[config.mk]
export PLATFORM = sky130hd
export DESIGN_NAME = pix_mapper
export DESIGN_NICKNAME = d
export VERILOG_FILES = /design/src/rtl/pm_pkg.sv /design/src/rtl/pm_roi_shadow.sv /design/src/rtl/pm_position.sv /design/src/rtl/pm_pack.sv /design/src/rtl/pix_mapper.sv
export SDC_FILE = /design/constraint.sdc
export NUM_CORES = 1
export LEC_CHECK = 0
export ABC_CLOCK_PERIOD_IN_PS = 5800
export CELL_PAD_IN_SITES_DETAIL_PLACEMENT = 0
export CELL_PAD_IN_SITES_GLOBAL_PLACEMENT = 2
export CORE_ASPECT_RATIO = 1.1
export CORE_MARGIN = 8
export CORE_UTILIZATION = 29
export DETAILED_ROUTE_END_ITERATION = 6
export HOLD_SLACK_MARGIN = 0.12
export PLACE_DENSITY = 0.81
export SKIP_LAST_GASP = 1
export SYNTH_ARGS = -nofsm -noshare
export SYNTH_HDL_FRONTEND = slang
export SYNTH_SLANG_ARGS = --single-unit
[constraint.sdc]
create_clock -name clk -period 5.8 [get_ports clk]
set_input_delay 0.58 -clock clk [delete_from_list [all_inputs] [get_ports clk]]
set_output_delay 0.58 -clock clk [all_outputs]
set_load 0.01 [all_outputs]
[src/rtl/pm_pkg.sv]
// Shared definitions for the pixel mapper: port geometry and the layout
// modes. Assumes a 24-bit port made of three 8-bit lanes.
package pm_pkg;

    localparam int PORT_W = 24;
    localparam int LANE_W = 8;
    localparam int LANES  = PORT_W / LANE_W;
    localparam int WORD_W = 32;

    typedef enum logic [1:0] {
        PM_ONE8   = 2'd0,
        PM_TWO8   = 2'd1,
        PM_THREE8 = 2'd2,
        PM_ONE16  = 2'd3
    } pm_mode_e;

    // Pixels delivered by one data clock in a given mode.
    function automatic logic [1:0] beat_pixels(input logic [1:0] mode);
        case (mode)
            PM_TWO8:   beat_pixels = 2'd2;
            PM_THREE8: beat_pixels = 2'd3;
            default:   beat_pixels = 2'd1;
        endcase
    endfunction

endpackage

[src/rtl/pm_roi_shadow.sv]
// Frame-stable copy of the window and mode settings.
// Captures the live settings on the frame-start pulse. The eff_* outputs
// already show the new values in the capture clock, so the first line of a
// frame that begins together with the frame uses them.
// Assumes capture is a one-clock pulse.
module pm_roi_shadow #(
    parameter int CNT_W  = 12,
    parameter int BITS_W = 5
) (
    input  logic              clk,
    input  logic              rst_n,
    input  logic              capture,
    input  logic [CNT_W-1:0]  lines_in,
    input  logic [CNT_W-1:0]  pixels_in,
    input  logic [BITS_W-1:0] bits_in,
    input  logic [1:0]        mode_in,
    output logic [CNT_W-1:0]  eff_lines,
    output logic [CNT_W-1:0]  eff_pixels,
    output logic [BITS_W-1:0] eff_bits,
    output logic [1:0]        eff_mode
);

    logic [CNT_W-1:0]  sh_lines;
    logic [CNT_W-1:0]  sh_pixels;
    logic [BITS_W-1:0] sh_bits;
    logic [1:0]        sh_mode;

    // Latch the settings at frame start only.
    always_ff @(posedge clk) begin
        if (!rst_n) begin
            sh_lines  <= '0;
            sh_pixels <= '0;
            sh_bits   <= '0;
            sh_mode   <= '0;
        end else if (capture) begin
            sh_lines  <= lines_in;
            sh_pixels <= pixels_in;
            sh_bits   <= bits_in;
            sh_mode   <= mode_in;
        end
    end

    // Bypass the live values in the capture clock.
    always_comb begin
        eff_lines  = capture ? lines_in  : sh_lines;
        eff_pixels = capture ? pixels_in : sh_pixels;
        eff_bits   = capture ? bits_in   : sh_bits;
        eff_mode   = capture ? mode_in   : sh_mode;
    end

    AST_SHADOW_HOLD: assert property (@(posedge clk) disable iff (!rst_n)
        !capture |=> ($stable(sh_lines) && $stable(sh_pixels) && $stable(sh_bits) && $stable(sh_mode)))
        else $error("window settings changed outside frame start");

endmodule

[src/rtl/pm_position.sv]
// Frame, line and pixel position tracking plus crop decisions.
// Finds frame and line starts from qualifier rising edges. Counts lines per
// frame and pixels per line, and decides how many pixels of the current
// clock fall inside the window.
// Assumes the limits are stable for a whole frame, as the shadow supplies them.
module pm_position #(
    parameter int CNT_W = 12,
    parameter int IDX_W = 4
) (
    input  logic             clk,
    input  logic             rst_n,
    input  logic             fval,
    input  logic             lval,
    input  logic             dval,
    input  logic [CNT_W-1:0] lim_lines,
    input  logic [CNT_W-1:0] lim_pixels,
    input  logic [1:0]       beat_px,
    output logic             frame_rise,
    output logic             fire,
    output logic [1:0]       take,
    output logic             sof,
    output logic             eol,
    output logic [IDX_W-1:0] line_nib
);

    logic             fval_q, lval_q, sof_pend;
    logic [CNT_W-1:0] line_cnt, line_idx_q, pix_cnt;
    logic             line_rise;
    logic [CNT_W-1:0] line_base, cur_line, pix_base, remaining;

    // Edge detection, position selection and crop decision.
    always_comb begin
        frame_rise = fval & ~fval_q;
        line_rise  = fval & lval & ~lval_q;
        line_base  = frame_rise ? '0 : line_cnt;
        cur_line   = line_rise ? line_base : line_idx_q;
        pix_base   = line_rise ? '0 : pix_cnt;
        remaining  = lim_pixels - pix_base;
        take       = (remaining < CNT_W'(beat_px)) ? remaining[1:0] : beat_px;
        fire       = fval & lval & dval & (cur_line < lim_lines) & (pix_base < lim_pixels);
        eol        = fire & ((pix_base + CNT_W'(take)) == lim_pixels);
        sof        = fire & (frame_rise | sof_pend);
        line_nib   = cur_line[IDX_W-1:0];
    end

    // Track qualifier history, counters and the pending start flag.
    always_ff @(posedge clk) begin
        if (!rst_n) begin
            fval_q     <= 1'b0;
            lval_q     <= 1'b0;
            sof_pend   <= 1'b0;
            line_cnt   <= '0;
            line_idx_q <= '0;
            pix_cnt    <= '0;
        end else begin
            fval_q     <= fval;
            lval_q     <= lval;
            sof_pend   <= (frame_rise | sof_pend) & ~fire;
            line_idx_q <= cur_line;
            pix_cnt    <= fire ? pix_base + CNT_W'(take) : pix_base;
            if (line_rise)
                line_cnt <= line_base + 1'b1;
            else if (frame_rise)
                line_cnt <= '0;
        end
    end

    AST_EOL_ENDS_LINE: assert property (@(posedge clk) disable iff (!rst_n)
        eol |=> (!fire || (lval && !lval_q)))
        else $error("pixels emitted after end of line");

endmodule

[src/rtl/pm_pack.sv]
// Combinational pixel packer.
// Splits the port into pixels by mode, masks each to its significant bits,
// and zeroes lanes past the number of pixels kept.
// Assumes take is at least 1 whenever the result is used.
module pm_pack
    import pm_pkg::*;
#(
    parameter int BITS_W = 5
) (
    input  logic [1:0]        mode,
    input  logic [BITS_W-1:0] bits,
    input  logic [1:0]        take,
    input  logic [PORT_W-1:0] port,
    output logic [PORT_W-1:0] data
);

    logic [LANE_W-1:0]   mask8;
    logic [2*LANE_W-1:0] mask16;
    logic [PORT_W-1:0]   lane_data;

    // Per-width significant-bit masks.
    always_comb begin
        mask8  = (bits >= BITS_W'(LANE_W))   ? '1 : LANE_W'((16'd1 << bits) - 16'd1);
        mask16 = (bits >= BITS_W'(2*LANE_W)) ? '1 : (2*LANE_W)'((32'd1 << bits) - 32'd1);
    end

    // One masked, enabled slice per 8-bit lane.
    for (genvar i = 0; i < LANES; i++) begin : g_lane
        always_comb begin
            lane_data[i*LANE_W +: LANE_W] =
                (2'(i) < take) ? (port[i*LANE_W +: LANE_W] & mask8) : '0;
        end
    end

    // Select the wide pixel or the lane layout.
    always_comb begin
        if (mode == PM_ONE16)
            data = {{(PORT_W-2*LANE_W){1'b0}}, port[2*LANE_W-1:0] & mask16};
        else
            data = lane_data;
    end

endmodule

[src/rtl/pix_mapper.sv]
// Camera pixel mapper top.
// Turns qualified port data into cropped, masked pixel words with frame and
// line markers. Output is registered, one clock behind the input.
// Word layout: [23:0] pixels, [24] start of frame, [25] end of line,
// [27:26] pixel count, [31:28] line index low nibble.
module pix_mapper
    import pm_pkg::*;
#(
    parameter int CNT_W  = 12,
    parameter int BITS_W = 5
) (
    input  logic              clk,
    input  logic              rst_n,
    input  logic [23:0]       port_data,
    input  logic              fval,
    input  logic              lval,
    input  logic              dval,
    input  logic [1:0]        cfg_mode,
    input  logic [CNT_W-1:0]  roi_lines,
    input  logic [CNT_W-1:0]  roi_pixels,
    input  logic [BITS_W-1:0] roi_bits,
    output logic              out_valid,
    output logic [31:0]       out_word
);

    localparam int IDX_W = WORD_W - PORT_W - 4;

    logic              frame_rise, fire, sof, eol;
    logic [1:0]        take, eff_mode;
    logic [IDX_W-1:0]  line_nib;
    logic [CNT_W-1:0]  eff_lines, eff_pixels;
    logic [BITS_W-1:0] eff_bits;
    logic [PORT_W-1:0] packed_px;

    pm_roi_shadow #(.CNT_W(CNT_W), .BITS_W(BITS_W)) u_shadow (
        .clk(clk), .rst_n(rst_n), .capture(frame_rise),
        .lines_in(roi_lines), .pixels_in(roi_pixels),
        .bits_in(roi_bits), .mode_in(cfg_mode),
        .eff_lines(eff_lines), .eff_pixels(eff_pixels),
        .eff_bits(eff_bits), .eff_mode(eff_mode)
    );

    pm_position #(.CNT_W(CNT_W), .IDX_W(IDX_W)) u_pos (
        .clk(clk), .rst_n(rst_n), .fval(fval), .lval(lval), .dval(dval),
        .lim_lines(eff_lines), .lim_pixels(eff_pixels),
        .beat_px(beat_pixels(eff_mode)),
        .frame_rise(frame_rise), .fire(fire), .take(take),
        .sof(sof), .eol(eol), .line_nib(line_nib)
    );

    pm_pack #(.BITS_W(BITS_W)) u_pack (
        .mode(eff_mode), .bits(eff_bits), .take(take),
        .port(port_data), .data(packed_px)
    );

    // Register the assembled word.
    always_ff @(posedge clk) begin
        if (!rst_n) begin
            out_valid <= 1'b0;
            out_word  <= '0;
        end else begin
            out_valid <= fire;
            if (fire)
                out_word <= {line_nib, take, eol, sof, packed_px};
        end
    end

    AST_VALID_NEEDS_QUALS: assert property (@(posedge clk) disable iff (!rst_n)
        out_valid |-> $past(fval && lval && dval))
        else $error("word without qualifiers");

    AST_COUNT_NONZERO: assert property (@(posedge clk) disable iff (!rst_n)
        out_valid |-> (out_word[27:26] != 2'd0))
        else $error("empty word");

    AST_SINGLE_UPPER_CLEAR: assert property (@(posedge clk) disable iff (!rst_n)
        (out_valid && out_word[27:26] == 2'd1) |-> (out_word[23:16] == 8'd0))
        else $error("upper lane set in single-pixel word");

    AST_SOF_ON_RISE: assert property (@(posedge clk) disable iff (!rst_n)
        (out_valid && $past(frame_rise)) |-> out_word[24])
        else $error("frame-start word missing flag");

endmodule

Yosys cells after proc, flatten, opt, wreduce, memory -nomap -nowiden

Cells that the tools add are included.

Magnitude comparators: 8
Add/subtract/negate cells: 5
Bitwise gates (word level): 17
Multiplexer cells: 17
Eq/ne operators: 4
Shift-type cells: 2

Operators by type and width:

| kind                                                                        | number |
|---|---|
| 12-bit two-way mux                                                          | 7 |
| 8-bit two-way mux                                                           | 4 |
| 8-bit bitwise AND                                                           | 3 |
| 12-bit less-than comparator                                                 | 2 |
| 24-bit two-way mux                                                          | 1 |
| 16-bit bitwise AND                                                          | 1 |
| 16-bit two-way mux                                                          | 1 |
| 1-bit by 5-bit left shift with 16-bit output, first input constant          | 1 |
| 16-bit by 1-bit subtractor with 16-bit output, second input constant        | 1 |
| 12-bit by 1-bit adder with 12-bit output, second input constant             | 1 |
| 12-bit by 2-bit adder with 12-bit output                                    | 1 |
| 12-bit equality test                                                        | 1 |
| 12-bit by 2-bit less-than comparator with 1-bit output                      | 1 |
| 12-bit subtractor                                                           | 1 |
| 1-bit bitwise AND                                                           | 9 |
| 1-bit by 5-bit left shift with 8-bit output, first input constant           | 1 |
| 8-bit by 1-bit subtractor with 8-bit output, second input constant          | 1 |
| 5-bit by 4-bit >= comparator with 1-bit output, second input constant       | 1 |
| 5-bit >= comparator, second input constant                                  | 1 |
| 5-bit two-way mux                                                           | 1 |
| 2-bit equality test, second input constant                                  | 2 |
| 1-bit by 2-bit less-than comparator with 1-bit output, first input constant | 2 |
| 2-bit two-way mux                                                           | 2 |
| 2-bit case mux with 2 select lines                                          | 1 |
| 4 further kinds                                                             | 6 |

Output and inout bits: 33
Word-level logic and storage cells: 65
Register bits: 103

Depth between registers and ports, before layout

Gate-level depths: netlist of the first run.

Word-level depth: 10
Gate-level depth with buffers: 28

By module

Synthesis of the first run repeated with hierarchy kept, for this count alone.

Cells, all modules: 710
Area total of the unflattened synthesis: 6458.7 um^2

Modules (own cells, without submodules):

| module        | cells each | instances | seq. area each (um^2) | area each (um^2) |
|---|---|---|---|---|
| pm_position   | 392        | 1         | 780.7                 | 3100.5 |
| pm_roi_shadow | 99         | 1         | 620.6                 | 1328.8 |
| pix_mapper    | 109        | 1         | 660.6                 | 1293.7 |
| pm_pack       | 110        | 1         | 0.0                   | 735.7 |

Least setup slack after synthesis of the first run

No wires, ideal clock.

Kind: input to register
Start: input port fval
End: register out_word[25]
Slack: -0.596 ns
Setup time: 0.076 ns
Path buffers: 4
Arrival: 6.320 ns
Stages: 25
Cell sequence: nand3b_1 > buf_2 > clkbuf_1 > clkbuf_1 > clkbuf_1 > nand2_1 > ha_1 > a21oi_1 > inv_1 > or4_1 > a221o_1 > or4_4 > nor4_2 > mux2i_1 > ha_1 > inv_1 > fa_1 > nand3b_1 > xor2_1 > or3_1 > mux2i_1 > a32oi_1 > a2111oi_0 > nand4_1 > a21boi_0

Longest elaborated chain between the ends: 9
Elaborated cells between the ends (all ways): 23
Those cells by class: add/sub: 2; order compare: 3; eq/ne: 3; mux: 8; bitwise: 7

Ends and longest elaborated chain:

| item                                                                    | RTL line                               | source |
|---|---|---|
| start: declaration                                                      | pix_mapper.sv:15                       | `input logic fval,` |
| 1-bit bitwise AND (on tied branches)                                    | pm_position.sv:34, pm_position.sv:33   |  |
| 1-bit bitwise AND or 2-bit two-way mux (tied branches)                  | pm_position.sv:34, pm_roi_shadow.sv:48 |  |
| 12-bit two-way mux (tied with other cells)                              | pm_position.sv:37                      | `pix_base = line_rise ? '0 : pix_cnt;` |
| 12-bit subtractor or 2-bit case mux with 2 select lines (tied branches) | pm_position.sv:38, pm_pkg.sv:19        |  |
| 12-bit by 2-bit less-than comparator with 1-bit output                  | pm_position.sv:39                      | `take = (remaining < CNT_W'(beat_px)) ? remaining[1:0] : beat_px;` |
| 2-bit two-way mux (*)                                                   | pm_position.sv:39                      |  |
| named net take[0]                                                       | pix_mapper.sv:29                       | `logic [1:0] take, eff_mode;` |
| 12-bit by 2-bit adder with 12-bit output (*)                            | pm_position.sv:41                      | `eol = fire & ((pix_base + CNT_W'(take)) == lim_pixels);` |
| 12-bit equality test (*)                                                | pm_position.sv:41                      |  |
| 1-bit bitwise AND (*)                                                   | pm_position.sv:41                      |  |
| end signal: assignment                                                  | pix_mapper.sv:64                       | `out_word <= {line_nib, take, eol, sof, packed_px};` |
| end: declaration                                                        | pix_mapper.sv:23                       | `output logic [31:0] out_word` |

Mark *: on every way through the listed nets, which the timed path passes. The rest lies on a longest branch.
A chain may end at the register's enable or synchronous reset.

Worst setup path in the final report of the first run

Start: register u_pos.fval_q
End: register out_word[25]

Elaborated cells between the ends (all ways): 20
Those cells by class: add/sub: 2; order compare: 3; eq/ne: 3; mux: 7; bitwise: 5

RTL lines:

| item                                                   | RTL line            | source |
|---|---|---|
| start: declaration                                     | pm_position.sv:26   | `logic fval_q, lval_q, sof_pend;` |
| start signal: assignment                               | pm_position.sv:56   | `fval_q <= fval;` |
| 1-bit NOT                                              | pm_position.sv:33   | `frame_rise = fval & ~fval_q;` |
| 1-bit bitwise AND                                      | pm_position.sv:33   |  |
| 12-bit two-way mux                                     | pm_roi_shadow.sv:46 | `eff_pixels = capture ? pixels_in : sh_pixels;` |
| named net eff_pixels[4]                                | pix_mapper.sv:31    | `logic [CNT_W-1:0] eff_lines, eff_pixels;` |
| 12-bit subtractor                                      | pm_position.sv:38   | `remaining = lim_pixels - pix_base;` |
| 12-bit by 2-bit less-than comparator with 1-bit output | pm_position.sv:39   |  |
| 2-bit two-way mux                                      | pm_position.sv:39   |  |
| named net take[1]                                      | pix_mapper.sv:29    |  |
| 12-bit by 2-bit adder with 12-bit output               | pm_position.sv:41   |  |
| 12-bit equality test                                   | pm_position.sv:41   |  |
| 1-bit bitwise AND                                      | pm_position.sv:41   |  |

The timed path passes the listed nets, and every way through them passes these cells.

==> impl_metrics.tcl, run 1 <==
set metrics [dict create \
    status "finished clean" \
    dp_hpwl_mm 15.2 \
    ys.flop_type "dfxtp_1" \
    cpMostUsedCell "buf_4" \
    worst-slew-pin-transition_ns 0.957 \
    antenna_left 0 \
    critPathKind "reg -> reg" \
    io_buffers 92 \
    wl_mm 19.8 \
    io_pins 93 \
    netlist.area_leader.share 0.333 \
    pwr-share-seq 0.400 \
    syn_nets 831 \
    drive_gt1_frac 0.200 \
    synth_cell_type_count 74 \
    clock_latency_ns 0.36 \
    grt.met2_usage 0.266 \
    finalMaxSlewViolations 0 \
    area_delta_synth_final_pct 40.5 \
    cp-start-kind "register" \
    avgSynthCellArea_um2 8.37 \
    cts_tree "done" \
    die_h_um 169 \
    start_util 0.292 \
    final.fill_count 2200 \
    yosys_warnings 0 \
    netlist_area_um2 6180 \
    period_needed_ns 5.76 \
    cts.clk_slew.worst_paths_ns 0.07 \
    synth_mux_area_frac 0.0819 \
    fin_hold_ws_ns 0.450 \
    dr.first_iter.drc_count 259 \
    rr_worst_depth 26 \
    grt_pass1_vias 5807 \
    rsz0062_at_grt "yes" \
    cts.path.max_buffers 2 \
    fmax_mhz 173 \
    r2r_end "out_word[25]" \
    rows 56 \
    hold_viol_final 0 \
    grt_antenna_before_repair 0 \
    dieArea_um2 26300 \
    p_comb_frac 0.284 \
    synth-seq-cells 103 \
    setup_viol 0 \
    htree_levels 3 \
    final_nets 1015 \
    use_met1 0.186 \
    vias_per_cell 4.75 \
    coreArea_um2 21200 \
    critPathCapture "out_word[25]" \
    synth_xor_xnor_area_share 0.0581 \
    numCtsBuffers 9 \
    yosys-top-cells-count "103 x dfxtp_1, 99 x nand2_1, 46 x nor2_1" \
    switching_share 0.305 \
    relSlewSlack 0.344 \
    wl_per_cell_um 16.3 \
    internal_power_mw 1.28 \
    hold_path.class "reg -> reg" \
    drc 0 \
    critPathLaunch "u_pos.fval_q" \
    maxCapViolations 0 \
    p_switching_mw 0.562 \
    grt_max_degree 50 \
    synth_top_family_by_area "simple AND/OR/NAND/NOR gates" \
    grt_util_met3 0.0234 \
    r2r_start "u_pos.fval_q" \
    synth.area.top_cells "dfxtp_1 33%, mux2i_1 6.3%, ha_1 6.1%" \
    stdcell_area_um2 8690 \
    synth_fa_ha_area_frac 0.0688 \
    crit_slowest_cell "or4_4" \
    gp_congestion 0.836 \
    critPathMaxStageDelay_ns 0.54 \
    required_ns 6.09 \
    place_area_um2 8150 \
    powerDensity_nw_per_um2 212 \
    grt-ovfl-total 0 \
    grt-busiest-layer "met2" \
    crit_arrival_ns 6.05 \
    async_reset_ff_frac 0 \
    cts.sinks 103 \
    vias 5780 \
    fin_crit_sh 0.994 \
    yosys.area_share.simple 0.251 \
    synthCells 739 \
    reg2reg_slack_ns 0.04 \
    power.leakage_nw 3.62 \
    die_w_um 155 \
    grt_usage 0.153 \
    yosysMostFrequentCell "dfxtp_1" \
    clock_power_share 0.316 \
    skew_ns 0.00856 \
    synth_enable_flop_cells 0 \
    crit_path_end_kind "register" \
    dr.pass1.iters 5 \
    vdd_drop_max_mv 0.145 \
    grt_pass1_wl_mm 31.6 \
    synth_compound_area_frac 0.169 \
    antennaDiodeCount 0 \
    seq_area_frac_synth 0.333 \
    crit_fanout 3 \
    synth.largest_area_cell "dfxtp_1" \
    ctsRootBufferMaster "clkbuf_16" \
]
==> cells by family after synthesis <==
logic type / after synthesis
adder cells (fa/ha/maj): 33
AO/OA/AOI/OAI: 151
multiplexers: 48
flip-flops: 103
buffers and inverters: 61
XOR/XNOR: 41
AND/OR/NAND/NOR: 302
==> power by group through the flow <==
stage	combinational [mW]	clock, mW	sequential [mW]
after floorplan	0.273	0	0.755
after global placement	0.494	0	0.753
after detailed placement	0.493	0	0.753
after CTS	0.516	0.608	0.737
after global routing	0.574	0.625	0.739
final	0.522	0.581	0.737
==> through the flow <==
step	power, mW	cells	util	setup slack, ns	TNS (ns)
after floorplan	1.03	739	-	-0.0648	-0.0648
after global placement	1.25	1187	0.385	-0.625	-1.46
after detailed placement	1.25	1187	0.385	-0.742	-1.98
after CTS	1.86	1215	0.407	0.0000280	0
after global routing	1.94	1217	0.411	-0.245	-0.245
final	1.84	1217	0.411	0.0354	0
==> flip-flops by register name (all words and copies together) (netlist names), 2 cells and up <==
register	cells
u_pos.pix_cnt	12
out_word	32
u_shadow.sh_pixels	12
u_shadow.sh_bits	5
u_shadow.sh_lines	12
u_pos.line_cnt	12
u_pos.line_idx_q	12
u_shadow.sh_mode	2
==> what timing repair did <==
| action | in CTS | in global routing |
|---|---|---|
| setup endpoints to repair | 3 | 1 |
| buffers inserted | 13 | 2 |
| pin swaps | 17 | 15 |
| hold buffers | 0 | 0 |
| resized for setup | 21 | 16 |
==> worst max-delay path, delay by kind of cell (launching register included) <==
family / cells / cell delay, ns
simple gates: 8 / 2.04
compound gates: 6 / 1.36
xor+xnor: 1 / 0.13
buf+inv: 7 / 0.77
flops: 1 / 0.35
mux: 2 / 0.55
fa+ha+maj: 2 / 0.47
==> worst min path at each step <==
stage	startpoint	endpoint	slack (ns)	depth (start not counted)
after global routing	u_pos.sof_pend	u_pos.sof_pend	0.47	1
after global placement	out_word[7]	out_word[7]	0.43	2
after floorplan	u_pos.sof_pend	u_pos.sof_pend	0.43	1
final	out_word[3]	out_word[3]	0.45	2
after CTS	out_word[7]	out_word[7]	0.45	2
after detailed placement	out_word[7]	out_word[7]	0.44	2
==> layer usage <==
metal  up-vias  routed length [um]
met5         -                   0
met4         0                 325
met3        17                 880
met2       124                9700
met1      2654                8910
li1       2985                   -
==> placed cells by master, fill, tap and decap left out, types with 4 or more instances in the layout <==
cell type / netlist / final
nand2_1: 99 / 96
o21a_1: 8 / 8
xnor2_1: 27 / 25
o21ai_0: 31 / 30
inv_1: 25 / 22
dfxtp_1: 103 / 102
a21o_1: 6 / 6
xor2_1: 14 / 12
o211ai_1: 6 / 6
nor3_1: 11 / 10
nand4_1: 9 / 9
o31ai_1: 8 / 8
or3_1: 6 / 6
inv_2: 1 / 4
and2_1: 40 / 39
clkdlybuf4s50_1: 0 / 89
a32o_1: 7 / 7
clkbuf_16: 0 / 9
buf_4: 1 / 113
and3_1: 10 / 10
mux2i_1: 39 / 34
ha_1: 30 / 25
nor2b_1: 35 / 34
o21ai_1: 3 / 4
a21oi_1: 33 / 32
nand3_1: 20 / 20
mux2_2: 7 / 6
nor2_1: 46 / 46
==> final cells by class <==
cell class / instances / area [um^2] / share of cell area
Clock inverter: 4 / 31.3 / 0.00360
Timing Repair Buffer: 208 / 1800 / 0.207
Clock buffer: 11 / 233 / 0.0268
Tap cell: 290 / 363 / 0.0418
Sequential cell: 103 / 2070 / 0.238
Multi-Input combinational cell: 575 / 4100 / 0.472
Inverter: 26 / 97.6 / 0.0112
No activity file was read; power rests on OpenSTA's default activity.
==> run 2, diff against run 1 <==
--- a/config.mk
+++ b/config.mk
@@ -11,6 +11,7 @@
 export CORE_ASPECT_RATIO = 1.1
 export CORE_MARGIN = 8
 export CORE_UTILIZATION = 29
+export CTS_CLUSTER_DIAMETER = 80
 export DETAILED_ROUTE_END_ITERATION = 6
 export HOLD_SLACK_MARGIN = 0.12
 export PLACE_DENSITY = 0.81
==> results of run 2 <==
Final layout, timing and power as in run 1 (identical DEF).
